**src/rtl/fold_fir_pkg.sv**
```systemverilog
package fold_fir_pkg;
  // control tag travelling beside each partial product
  typedef struct packed {
    logic vld;
    logic first;
    logic last;
  } fold_tag_t;
endpackage

```
**src/rtl/fold_sched.sv**
```systemverilog
module fold_sched import fold_fir_pkg::*; #(
  parameter int FOLD = 4,
  parameter int PH_W = (FOLD > 1) ? $clog2(FOLD) : 1
) (
  input  logic            clk,
  input  logic            rst_n,
  input  logic            start,
  output logic            busy,
  output logic            last_slot,
  output logic [PH_W-1:0] phase,
  output fold_tag_t       tag
);
  always_ff @(posedge clk or negedge rst_n) begin
    if (!rst_n) begin
      busy  <= 1'b0;
      phase <= '0;
    end else if (start) begin
      busy  <= 1'b1;
      phase <= '0;
    end else if (busy) begin
      if (phase == PH_W'(FOLD - 1)) busy <= 1'b0;
      else                          phase <= phase + 1'b1;
    end
  end

  assign last_slot = busy && (phase == PH_W'(FOLD - 1));
  assign tag.vld   = busy;
  assign tag.first = busy && (phase == '0);
  assign tag.last  = last_slot;
endmodule

```
**src/rtl/fold_pe.sv**
```systemverilog
module fold_pe import fold_fir_pkg::*; #(
  parameter int DATA_W = 8,
  parameter int COEF_W = 8,
  parameter int ACC_W  = 21,
  parameter int FOLD   = 4,
  parameter int STAGES = 1,
  parameter int PH_W   = 2
) (
  input  logic                               clk,
  input  logic                               rst_n,
  input  logic [2*FOLD-1:0][DATA_W-1:0]      xs,
  input  logic [2*FOLD-1:0][COEF_W-1:0]      cs,
  input  logic [PH_W-1:0]                    phase,
  input  fold_tag_t                          tag,
  output logic signed [ACC_W-1:0]            total,
  output logic                               total_vld
);
  localparam int PW = DATA_W + COEF_W;

  // FOLD-to-1 selectors for both multipliers
  logic [PH_W:0] sel_a, sel_b;
  assign sel_a = {phase, 1'b0};
  assign sel_b = {phase, 1'b1};

  logic signed [DATA_W-1:0] xa, xb;
  logic signed [COEF_W-1:0] ca, cb;
  assign xa = xs[sel_a];
  assign xb = xs[sel_b];
  assign ca = cs[sel_a];
  assign cb = cs[sel_b];

  logic signed [PW-1:0]    pa, pb;
  logic signed [ACC_W-1:0] pair;
  assign pa   = xa * ca;
  assign pb   = xb * cb;
  assign pair = $signed({{(ACC_W-PW){pa[PW-1]}}, pa})
              + $signed({{(ACC_W-PW){pb[PW-1]}}, pb});

  // STAGES-deep datapath with matching tag delay line
  logic signed [ACC_W-1:0] stg [STAGES];
  fold_tag_t               tg  [STAGES];

  always_ff @(posedge clk or negedge rst_n) begin
    if (!rst_n) begin
      for (int k = 0; k < STAGES; k++) begin
        stg[k] <= '0;
        tg[k]  <= '0;
      end
    end else begin
      stg[0] <= pair;
      tg[0]  <= tag;
      for (int k = 1; k < STAGES; k++) begin
        stg[k] <= stg[k-1];
        tg[k]  <= tg[k-1];
      end
    end
  end

  // accumulator input selector: restart on first slot, otherwise add
  logic signed [ACC_W-1:0] acc, acc_in, acc_nx;
  assign acc_in = tg[STAGES-1].first ? '0 : acc;
  assign acc_nx = acc_in + stg[STAGES-1];

  always_ff @(posedge clk or negedge rst_n) begin
    if (!rst_n) begin
      acc       <= '0;
      total     <= '0;
      total_vld <= 1'b0;
    end else begin
      total_vld <= tg[STAGES-1].vld && tg[STAGES-1].last;
      if (tg[STAGES-1].vld) acc <= acc_nx;
      if (tg[STAGES-1].vld && tg[STAGES-1].last) total <= acc_nx;
    end
  end
endmodule

```
**src/rtl/fold_fifo.sv**
```systemverilog
module fold_fifo #(
  parameter int W    = 21,
  parameter int D    = 3,
  parameter int PW   = (D > 1) ? $clog2(D) : 1,
  parameter int CN_W = $clog2(D + 1)
) (
  input  logic            clk,
  input  logic            rst_n,
  input  logic            push,
  input  logic [W-1:0]    din,
  input  logic            pop,
  output logic [W-1:0]    dout,
  output logic            empty,
  output logic [CN_W-1:0] count
);
  logic [W-1:0]    mem [D];
  logic [PW-1:0]   wp, rp;
  logic [CN_W-1:0] cnt;

  always_ff @(posedge clk) begin
    if (push) mem[wp] <= din;
  end

  always_ff @(posedge clk or negedge rst_n) begin
    if (!rst_n) begin
      wp  <= '0;
      rp  <= '0;
      cnt <= '0;
    end else begin
      if (push) wp <= (wp == PW'(D - 1)) ? '0 : wp + 1'b1;
      if (pop)  rp <= (rp == PW'(D - 1)) ? '0 : rp + 1'b1;
      cnt <= cnt + CN_W'(push) - CN_W'(pop);
    end
  end

  assign dout  = mem[rp];
  assign empty = (cnt == '0);
  assign count = cnt;
endmodule

```
**src/rtl/fold_fir.sv**
```systemverilog
module fold_fir import fold_fir_pkg::*; #(
  parameter int DATA_W = 8,
  parameter int COEF_W = 8,
  parameter int FOLD   = 4,
  parameter int STAGES = 1,
  parameter int PES    = 2,
  parameter int TAPS   = 2 * FOLD * PES,
  parameter int ADDR_W = $clog2(TAPS),
  parameter int ACC_W  = DATA_W + COEF_W + $clog2(TAPS) + 1
) (
  input  logic                     clk,
  input  logic                     rst_n,
  input  logic                     in_valid,
  output logic                     in_ready,
  input  logic [DATA_W-1:0]        in_data,
  input  logic                     coef_we,
  input  logic [ADDR_W-1:0]        coef_addr,
  input  logic [COEF_W-1:0]        coef_data,
  output logic                     out_valid,
  input  logic                     out_ready,
  output logic [ACC_W-1:0]         out_data
);
  localparam int PH_W   = (FOLD > 1) ? $clog2(FOLD) : 1;
  localparam int LAT    = FOLD + STAGES + 1;
  localparam int QDEPTH = (LAT + FOLD - 1) / FOLD + 1;
  localparam int CN_W   = $clog2(QDEPTH + 1);

  generate
    if (STAGES < 1 || STAGES > FOLD) begin : g_bad_cfg
      $error("fold_fir: STAGES must lie in 1..FOLD");
    end
  endgenerate

  logic            busy, last_slot, accept, push, pop, q_empty;
  logic [PH_W-1:0] phase;
  fold_tag_t       tag;
  logic [CN_W-1:0] pending, q_count;

  assign accept = in_valid && in_ready;
  assign in_ready = (!busy || last_slot) && ((pending + q_count) < CN_W'(QDEPTH));

  fold_sched #(.FOLD(FOLD), .PH_W(PH_W)) u_sched (
    .clk(clk), .rst_n(rst_n), .start(accept),
    .busy(busy), .last_slot(last_slot), .phase(phase), .tag(tag)
  );

  logic [TAPS-1:0][DATA_W-1:0] hist;
  logic [TAPS-1:0][COEF_W-1:0] coefs;

  always_ff @(posedge clk or negedge rst_n) begin
    if (!rst_n) begin
      hist  <= '0;
      coefs <= '0;
    end else begin
      if (accept)             hist <= {hist[TAPS-2:0], in_data};
      if (coef_we && !busy)   coefs[coef_addr] <= coef_data;
    end
  end

  logic signed [ACC_W-1:0] totals [PES];
  logic [PES-1:0]          tot_vld;

  for (genvar g = 0; g < PES; g++) begin : g_pe
    fold_pe #(
      .DATA_W(DATA_W), .COEF_W(COEF_W), .ACC_W(ACC_W),
      .FOLD(FOLD), .STAGES(STAGES), .PH_W(PH_W)
    ) u_pe (
      .clk(clk), .rst_n(rst_n),
      .xs(hist[g*2*FOLD +: 2*FOLD]),
      .cs(coefs[g*2*FOLD +: 2*FOLD]),
      .phase(phase), .tag(tag),
      .total(totals[g]), .total_vld(tot_vld[g])
    );
  end

  logic signed [ACC_W-1:0] sum;
  always_comb begin
    sum = '0;
    for (int g = 0; g < PES; g++) sum = sum + totals[g];
  end

  assign push = &tot_vld;
  assign pop  = out_valid && out_ready;

  always_ff @(posedge clk or negedge rst_n) begin
    if (!rst_n)                pending <= '0;
    else if (accept && !push)  pending <= pending + 1'b1;
    else if (push && !accept)  pending <= pending - 1'b1;
  end

  fold_fifo #(.W(ACC_W), .D(QDEPTH), .CN_W(CN_W)) u_q (
    .clk(clk), .rst_n(rst_n), .push(push), .din(sum),
    .pop(pop), .dout(out_data), .empty(q_empty), .count(q_count)
  );

  assign out_valid = !q_empty;
endmodule

```
**config.mk**
```make
export PLATFORM = sky130hd
export DESIGN_NAME = fold_fir
export DESIGN_NICKNAME = d
export VERILOG_FILES = /design/src/rtl/fold_fir_pkg.sv /design/src/rtl/fold_sched.sv /design/src/rtl/fold_pe.sv /design/src/rtl/fold_fifo.sv /design/src/rtl/fold_fir.sv
export SDC_FILE = /design/constraint.sdc
export NUM_CORES = 1
export LEC_CHECK = 0
export ABC_AREA = 1
export BUFFER_PORTS_ARGS = -buffer_cell sky130_fd_sc_hd__buf_2
export CORE_MARGIN = 4
export CORE_UTILIZATION = 60
export CTS_BUF_LIST = sky130_fd_sc_hd__clkbuf_16
export DETAILED_ROUTE_END_ITERATION = 12
export PLACE_DENSITY = 0.78
export SETUP_SLACK_MARGIN = 0.4
export SYNTH_ARGS = -nofsm -noshare
export SYNTH_HDL_FRONTEND = slang
export SYNTH_SLANG_ARGS = --single-unit
```
**constraint.sdc**
```tcl
create_clock -name clk -period 8.9 [get_ports clk]
set_clock_uncertainty 0.2 [all_clocks]
set_input_delay 0 -clock clk [delete_from_list [all_inputs] [get_ports clk]]
set_output_delay 0 -clock clk [all_outputs]
set_load 0.02 [all_outputs]
```
; ---- Word level (Yosys, flattened, before mapping)
; Memory sizes are Yosys's and may differ from the RTL's.
; Index checks and enable logic that the tools add are counted.
[word_totals]
wordCells = 128
in_bits = 25
mem_count = 1
regBits = 397
ram_bits = 63
[classes]
n_addsub = 13
n_eq_ne = 4
order_cmp = 5
muxes = 33
n_reduce_logical = 20
multipliers = 4
[memory_table]
columns = name, depth, width, rd, rd_ports_with_merged_regs, wr, line_no
row1 = u_q.mem, 3, 21, 1, 0, 1, fold_fifo.sv:16  ; logic [W-1:0] mem [D];
[ops]
columns = operator, n
row1 = binary-select mux 8 bit (select 2 bit), 8
row2 = bitwise mux 128 bit, 1
row3 = 2-to-1 mux 8 bit, 9
row4 = multiplier 8 x 8 -> 16 bit, 4
row5 = adder 21 bit, 3
row6 = 2-to-1 mux 21 bit, 2
row7 = adder 16 x 16 -> 17 bit, 2
row8 = demux 8 bit (select 4 bit), 1
row9 = 2-to-1 mux 2 bit, 7
row10 = logical AND 1 bit, 10
row11 = "adder 2 x 1 -> 2 bit, second input constant", 4
row12 = "less-than comparator 3 x 4 -> 1 bit, second input constant", 2
row13 = "== test 2 bit, second input constant", 3
row14 = "less-than comparator 4 x 5 -> 1 bit, second input constant", 1
row15 = 2-to-1 mux 1 bit, 5
row16 = "greater-or-equal comparator 4 x 1 -> 1 bit, second input constant", 1
row17 = logical NOT 1 bit, 4
row18 = logical NOT 2 bit, 2
row19 = nonzero test 2 bit, 2
row20 = adder 2 x 1 -> 2 bit, 1
row21 = adder 2 bit, 1
row22 = "less-than comparator 2 bit, second input constant", 1
row23 = "!= test 2 bit, second input constant", 1
row24 = AND reduction 2 bit, 1
row25 = other kinds (3), 3

; ---- Longest topological paths before layout
[depth]
word_depth = 9
ltp_mapped = 30
ltp_nobuf = 29

; ---- Cells and area by module
; Synthesis repeated with hierarchy kept, for this count alone.
[unflattened]
cells_unflattened = 4221
area_unflattened_um2 = 34339.2
[modules_own_cells]
columns = mod, area_each_um2, instances, cells_per_inst, seq_area_each_um2
row1 = fold_fir, 11041.8, 1, 1280, 6456.2
row2 = fold_pe (g_pe[1].u_pe), 10316.1, 1, 1365, 1576.5
row3 = fold_pe (g_pe[0].u_pe), 10182.3, 1, 1357, 1576.5
row4 = fold_fifo, 2602.5, 1, 192, 2042.0
row5 = fold_sched, 196.4, 1, 27, 75.1

; ---- Worst setup path after synthesis
; OpenSTA, ideal clock, no wires.
[synth_path]
path_type = register to register
start = reg u_sched.phase[0]
end = reg g_pe[1].u_pe.stg[19] in the netlist's numbering
setup_time_ns = 0.116
setup_slack_ns = 2.721
arrival_ns = 5.862
n_path_buf = 1
synth_period_minus_slack_ns = 6.179
path_stages_with_launch = 25
cell_sequence = dfrtp_1 > inv_2 > clkbuf_1 > nor2_1 > o22ai_1 > inv_1 > nor2_1 > inv_1 > fa_1 > fa_1 > inv_1 > fa_1 > fa_1 > fa_1 > inv_1 > fa_1 > inv_1 > ha_1 > a21oi_1 > a21boi_0 > nor2_1 > nor2_1 > inv_1 > nand2_1 > nand2_1
[synth_via]
elab_chain_cells = 4
[synth_lines]
columns = element, line_no
row1 = "start, declared", fold_sched.sv:10  ; output logic [PH_W-1:0] phase,
row2 = "start signal, assigned", fold_sched.sv:22  ; else phase <= phase + 1'b1;
row3 = binary-select mux 8 bit (select 2 bit) (on tied branches), n/a
row4 = 2-to-1 mux 8 bit (on tied branches), n/a
row5 = multiplier 8 x 8 -> 16 bit (on tied branches), "fold_pe.sv:34, fold_pe.sv:35"
row6 = adder 16 x 16 -> 17 bit (*), fold_pe.sv:37  ; + $signed({{(ACC_W-PW){pb[PW-1]}}, pb});
row7 = net g_pe[1].u_pe.pair[16], fold_pe.sv:33  ; logic signed [ACC_W-1:0] pair;
row8 = "end signal, assigned by index", fold_pe.sv:53  ; stg[k] <= stg[k-1];
row9 = "end, declared", fold_pe.sv:40  ; logic signed [ACC_W-1:0] stg [STAGES];
; Mark *: on every way through the listed nets, which the timed path passes. The rest lies on a longest branch. The select of a mux whose other input is x is not followed.
; A chain may end at the register's enable or synchronous reset.

; ---- Worst setup path in the final report
[layout_path]
start = reg u_sched.phase[0]
end = reg g_pe[0].u_pe.stg[19] in the netlist's numbering
[layout_via]
elab_chain_cells = 4
[layout_lines]
columns = element, line_no
row1 = binary-select mux 8 bit (select 2 bit) (on tied branches), n/a
row2 = 2-to-1 mux 8 bit (on tied branches), n/a
row3 = multiplier 8 x 8 -> 16 bit (on tied branches), "fold_pe.sv:34, fold_pe.sv:35"
row4 = adder 16 x 16 -> 17 bit (*), fold_pe.sv:37
row5 = net g_pe[0].u_pe.pair[16], fold_pe.sv:33
row6 = "end signal, assigned by index", fold_pe.sv:53
row7 = "end, declared", fold_pe.sv:40
; Marks and branches as above.

==> reports/qor.txt <==
CRITICAL PATH
-------------------------------------------------------------------------------------------
Worst-case reg-to-reg path depth                                                         23
CP cell instances                                                              inv_2 -> buf_4 -> nand2_1 -> a32oi_1 -> inv_2 -> nor2_1 -> fa_1 -> fa_1 -> fa_1 -> fa_1 -> fa_1 -> inv_1 -> fa_1 -> inv_1 -> ha_1 -> a21oi_1 -> o21ai_0 -> nand2_1 -> nand3_1 -> nor2_1 -> inv_1 -> nand2_1 -> nand2_1
Worst path most repeated cell                                                  sky130_fd_sc_hd__fa_1
R2R Path Start                                                                 u_sched.phase[0]$_DFFE_PN0P_
Critical Path Max Stage Delay                                                       0.68 ns
Kind of launch point of the worst setup path                                      flip-flop
Kind of cell adding the most delay to the critical path                         adder cells
CP bufs+invs                                                                              6
Worst setup EP type                                                               flip-flop
Setup Crit Path Kind                                                           flip-flop to flip-flop
Required time reported for the critical path endpoint                               9.18 ns
Setup slack on the worst flop-to-flop path                                          1.44 ns
Largest fanout on the critical path                                                      47
Data arrival time of the worst path                                                 7.75 ns
Slowest library cell on the worst path                                         sky130_fd_sc_hd__dfrtp_4
Endpoint of the lowest-slack register-to-register path                         g_pe[0].u_pe.stg[19]$_DFF_PN0_

HOLD PATH
-------------------------------------------------------------------------------------------
Hold-critical path depth                                                                  5
Hold worst-path end                                                            u_q.rp[0]$_DFFE_PN0P_
Worst min-delay path class                                                     input port to flip-flop
Worst Min Path Start                                                              out_ready

CLOCKING
-------------------------------------------------------------------------------------------
Buffer levels on the longest clock path                                                   3
Post-CTS sizing                                                                           0
CTS tree                                                                               done
H-Tree Level Count                                                                        2
Hold-fix buffers at CTS                                                                  40
Clock net sink count                                                                    452
Num CTS Buffers                                                                          48
Register clock-pin slew on the reported worst setup and hold paths                  0.06 ns
Clock latency on the worst-skew pair                                                0.60 ns
CTS root buffer                                                                sky130_fd_sc_hd__clkbuf_16
Post-CTS setup buffer count                                                               0

DIE
-------------------------------------------------------------------------------------------
DIE AREA                                                                        0.06004 mm2
Initial Util                                                                         60.84%
Vertical die dimension                                                             245.0 um
I/O pin count                                                                            48
Core Footprint                                                                  0.05542 mm2
Std cell rows                                                                            86
Horizontal die dimension                                                           245.0 um

CELLS AND AREA
-------------------------------------------------------------------------------------------
Final Core Density                                                                   65.54%
Number of inserted diodes                                                                 0
Combined flip-flop and latch cell area                                          0.01163 mm2
Leading cell types in the layout, fill and taps excluded                       sky130_fd_sc_hd__nand2_1, sky130_fd_sc_hd__inv_1, sky130_fd_sc_hd__dfrtp_1, sky130_fd_sc_hd__nor2_1, sky130_fd_sc_hd__fa_1
Fraction of final layout cells with drive strength greater than 1                    6.535%
Most common cell after layout, fill and taps aside                             sky130_fd_sc_hd__nand2_1
Layout Area Growth over Synthesis                                                    7.738%
# fillers                                                                             4,602
Multi-input combinational cell area                                             0.01858 mm2
Nets                                                                                  4,563

TIMING
-------------------------------------------------------------------------------------------
Tightest hold margin                                                             0.07453 ns
Transition time at the pin with the least slew margin                              1.178 ns
Total negative slack for setup checks                                                  0 ns
Slew Limit Headroom                                                                  21.36%
Slew Viols, Final                                                                         0
Unrepaired setup endpoints after global routing                                       false
Final worst path period need                                                       7.463 ns
Max Clock Freq                                                                    134.0 MHz
Number of failing hold endpoints at the final stage                                       0
Fraction of the cycle the final worst path needs                                     83.86%
Worst path setup slack after routing                                               1.437 ns
Finish-stage setup viols                                                                  0

ROUTE
-------------------------------------------------------------------------------------------
Number of antenna-violating nets in the routed design                                     0
Via-to-Cell Ratio                                                                     5.409
DR DRC count                                                                              0
Routed WL per cell                                                                 16.25 um
Total length of routed wires                                                      79,040 um
Number of design-rule violations left by the first detailed-router iteration          2,258
Number of iterations in the first detailed-routing pass                                   7
Number of vias after detailed routing                                                26.31k

LOGIC SYNTHESIS
-------------------------------------------------------------------------------------------
Number of enable flip-flop cells after synthesis                                         63
Post-synthesis cell count                                                             4,046
Number of unique standard cell types used by synthesis                                   42
Leading cell types by total area after synthesis                               sky130_fd_sc_hd__dfrtp_1, sky130_fd_sc_hd__fa_1, sky130_fd_sc_hd__nand2_1
Netlist area before placement                                                   0.03371 mm2
Synthesized area per cell                                                         8.332 um2
Yosys warns                                                                               0
Count of state elements after synthesis                                                 452
Fraction of the yosys area taken by sequential cells                                 34.49%
Synth Net Count                                                                       4,532
Fraction of synthesized cell area taken by the top area cell type                    28.87%
Share of flip-flops with an asynchronous set or reset                                86.06%
Dominant cell type by area after synthesis                                     sky130_fd_sc_hd__dfrtp_1
Most used flip-flop cell after synthesis                                       sky130_fd_sc_hd__dfrtp_1

GLOBAL ROUTE
-------------------------------------------------------------------------------------------
Gr usage total                                                                       27.18%
Residual overflow from global routing                                                     0
Initial antenna violation count                                                           0
Wire length of the first global-routing pass                                     132,500 um
Number of global-route vias before repair                                            26.22k
Pin count of the biggest net entering global routing                                    167

PLACE
-------------------------------------------------------------------------------------------
Count of buffers from port buffering                                                     47
Setup Slack @ Placement                                                            1.441 ns
Global placer's final weighted congestion                                            0.9773
HPWL after detailed placement                                                     59,570 um

STATUS
-------------------------------------------------------------------------------------------
Status                                                                         finished clean

JOB
-------------------------------------------------------------------------------------------
Reported max-cap violation count                                                          0

synth_stat cells (2+ instances only):
cell type                   instances
sky130_fd_sc_hd__nand2_1         1042
sky130_fd_sc_hd__ha_1             172
sky130_fd_sc_hd__o2111ai_1          2
sky130_fd_sc_hd__a32oi_1           19
sky130_fd_sc_hd__fa_1             289
sky130_fd_sc_hd__o211ai_1          22
sky130_fd_sc_hd__buf_6             22
sky130_fd_sc_hd__clkbuf_1          50
sky130_fd_sc_hd__o21bai_1           4
sky130_fd_sc_hd__nor3_2             4
sky130_fd_sc_hd__nor2_2            10
sky130_fd_sc_hd__inv_2             60
sky130_fd_sc_hd__nand4_1           20
sky130_fd_sc_hd__dfrtp_1          389
sky130_fd_sc_hd__nor2_1           353
sky130_fd_sc_hd__a21o_1             4
sky130_fd_sc_hd__buf_4             13
sky130_fd_sc_hd__o22ai_1            2
sky130_fd_sc_hd__nand3b_1          23
sky130_fd_sc_hd__nand3_1          149
sky130_fd_sc_hd__xnor2_1           33
sky130_fd_sc_hd__a21oi_1          143
sky130_fd_sc_hd__xor2_1            39
sky130_fd_sc_hd__buf_1              5
sky130_fd_sc_hd__edfxtp_1          63
sky130_fd_sc_hd__or2_2              9
sky130_fd_sc_hd__nor3_1             3
sky130_fd_sc_hd__inv_1            681
sky130_fd_sc_hd__o21ai_0          213
sky130_fd_sc_hd__a32oi_2           41
sky130_fd_sc_hd__o21ai_1          123
sky130_fd_sc_hd__buf_2             34
through the flow:
stage | area [um2] | std cells
4_1_cts | 36320 | 4864
6_report | 36320 | 4864
2_1_floorplan | 33710 | 4046
5_1_grt | 36320 | 4864
3_3_place_gp | 34360 | 4735
3_5_place_dp | 34360 | 4735
how the worst max path moves through the flow:
stage | from | cells after the start | end
final | u_sched.phase[0]$_DFFE_PN0P_ | 23 | g_pe[0].u_pe.stg[19]$_DFF_PN0_
after global routing | u_sched.phase[0]$_DFFE_PN0P_ | 24 | g_pe[1].u_pe.stg[19]$_DFF_PN0_
after CTS | u_sched.phase[0]$_DFFE_PN0P_ | 24 | g_pe[1].u_pe.stg[19]$_DFF_PN0_
after detailed placement | u_sched.phase[0]$_DFFE_PN0P_ | 24 | g_pe[1].u_pe.stg[19]$_DFF_PN0_
after global placement | u_sched.phase[0]$_DFFE_PN0P_ | 24 | g_pe[1].u_pe.stg[19]$_DFF_PN0_
after floorplan | u_sched.phase[0]$_DFFE_PN0P_ | 24 | g_pe[1].u_pe.stg[19]$_DFF_PN0_
layout make-up:
type	instances	area share, %
repair buffers	106	2.287
multi-input cells	2726	51.16
flip-flops and latches	452	32.02
clock buffers	49	3.376
clock inverters	40	0.8853
inverters	743	7.692
well taps	748	2.577
cells by family after synthesis:
group                      count (synthesis)  synth area share [%]
DFF                                      452                 34.49
AOI/OAI and AO/OA                        576                 10.41
buffers and inverters                    868                 10.44
xor gates and xnor gates                  72                 1.871
adders and majority gates                461                 23.55
and+or+nand+nor                         1617                 19.25
sequential cells by signal, summed over array words and instances, names as in the netlist:
signal               flops
coefs                  128
g_pe.u_pe.acc           42
g_pe.u_pe.stg           34
g_pe.u_pe.tg             3
g_pe.u_pe.total         42
g_pe.u_pe.total_vld      1
hist                   128
pending                  2
u_q.count                2
u_q.mem                 63
u_q.rp                   2
u_q.wp                   2
u_sched.busy             1
u_sched.phase            2
worst min-delay path, stage by stage:
cell                            delay (ns)
sky130_fd_sc_hd__dlygate4sd3_1        0.52
sky130_fd_sc_hd__buf_2                0.10
sky130_fd_sc_hd__nand2_1              0.07
sky130_fd_sc_hd__nand2_1              0.06
sky130_fd_sc_hd__o21ai_0              0.07
metal layers:
layer / track usage, % / wire [um] / up-vias
li1: - / - / 12670
met4: 8.273 / 2505 / 0
met2: 44.03 / 36640 / 747
met5: 0 / 0 / -
met1: 37.40 / 34280 / 12750
met3: 5.495 / 5617 / 148
Power is not shown: default switching activity piles up to over one toggle a cycle in this logic, so the estimate is an artifact.
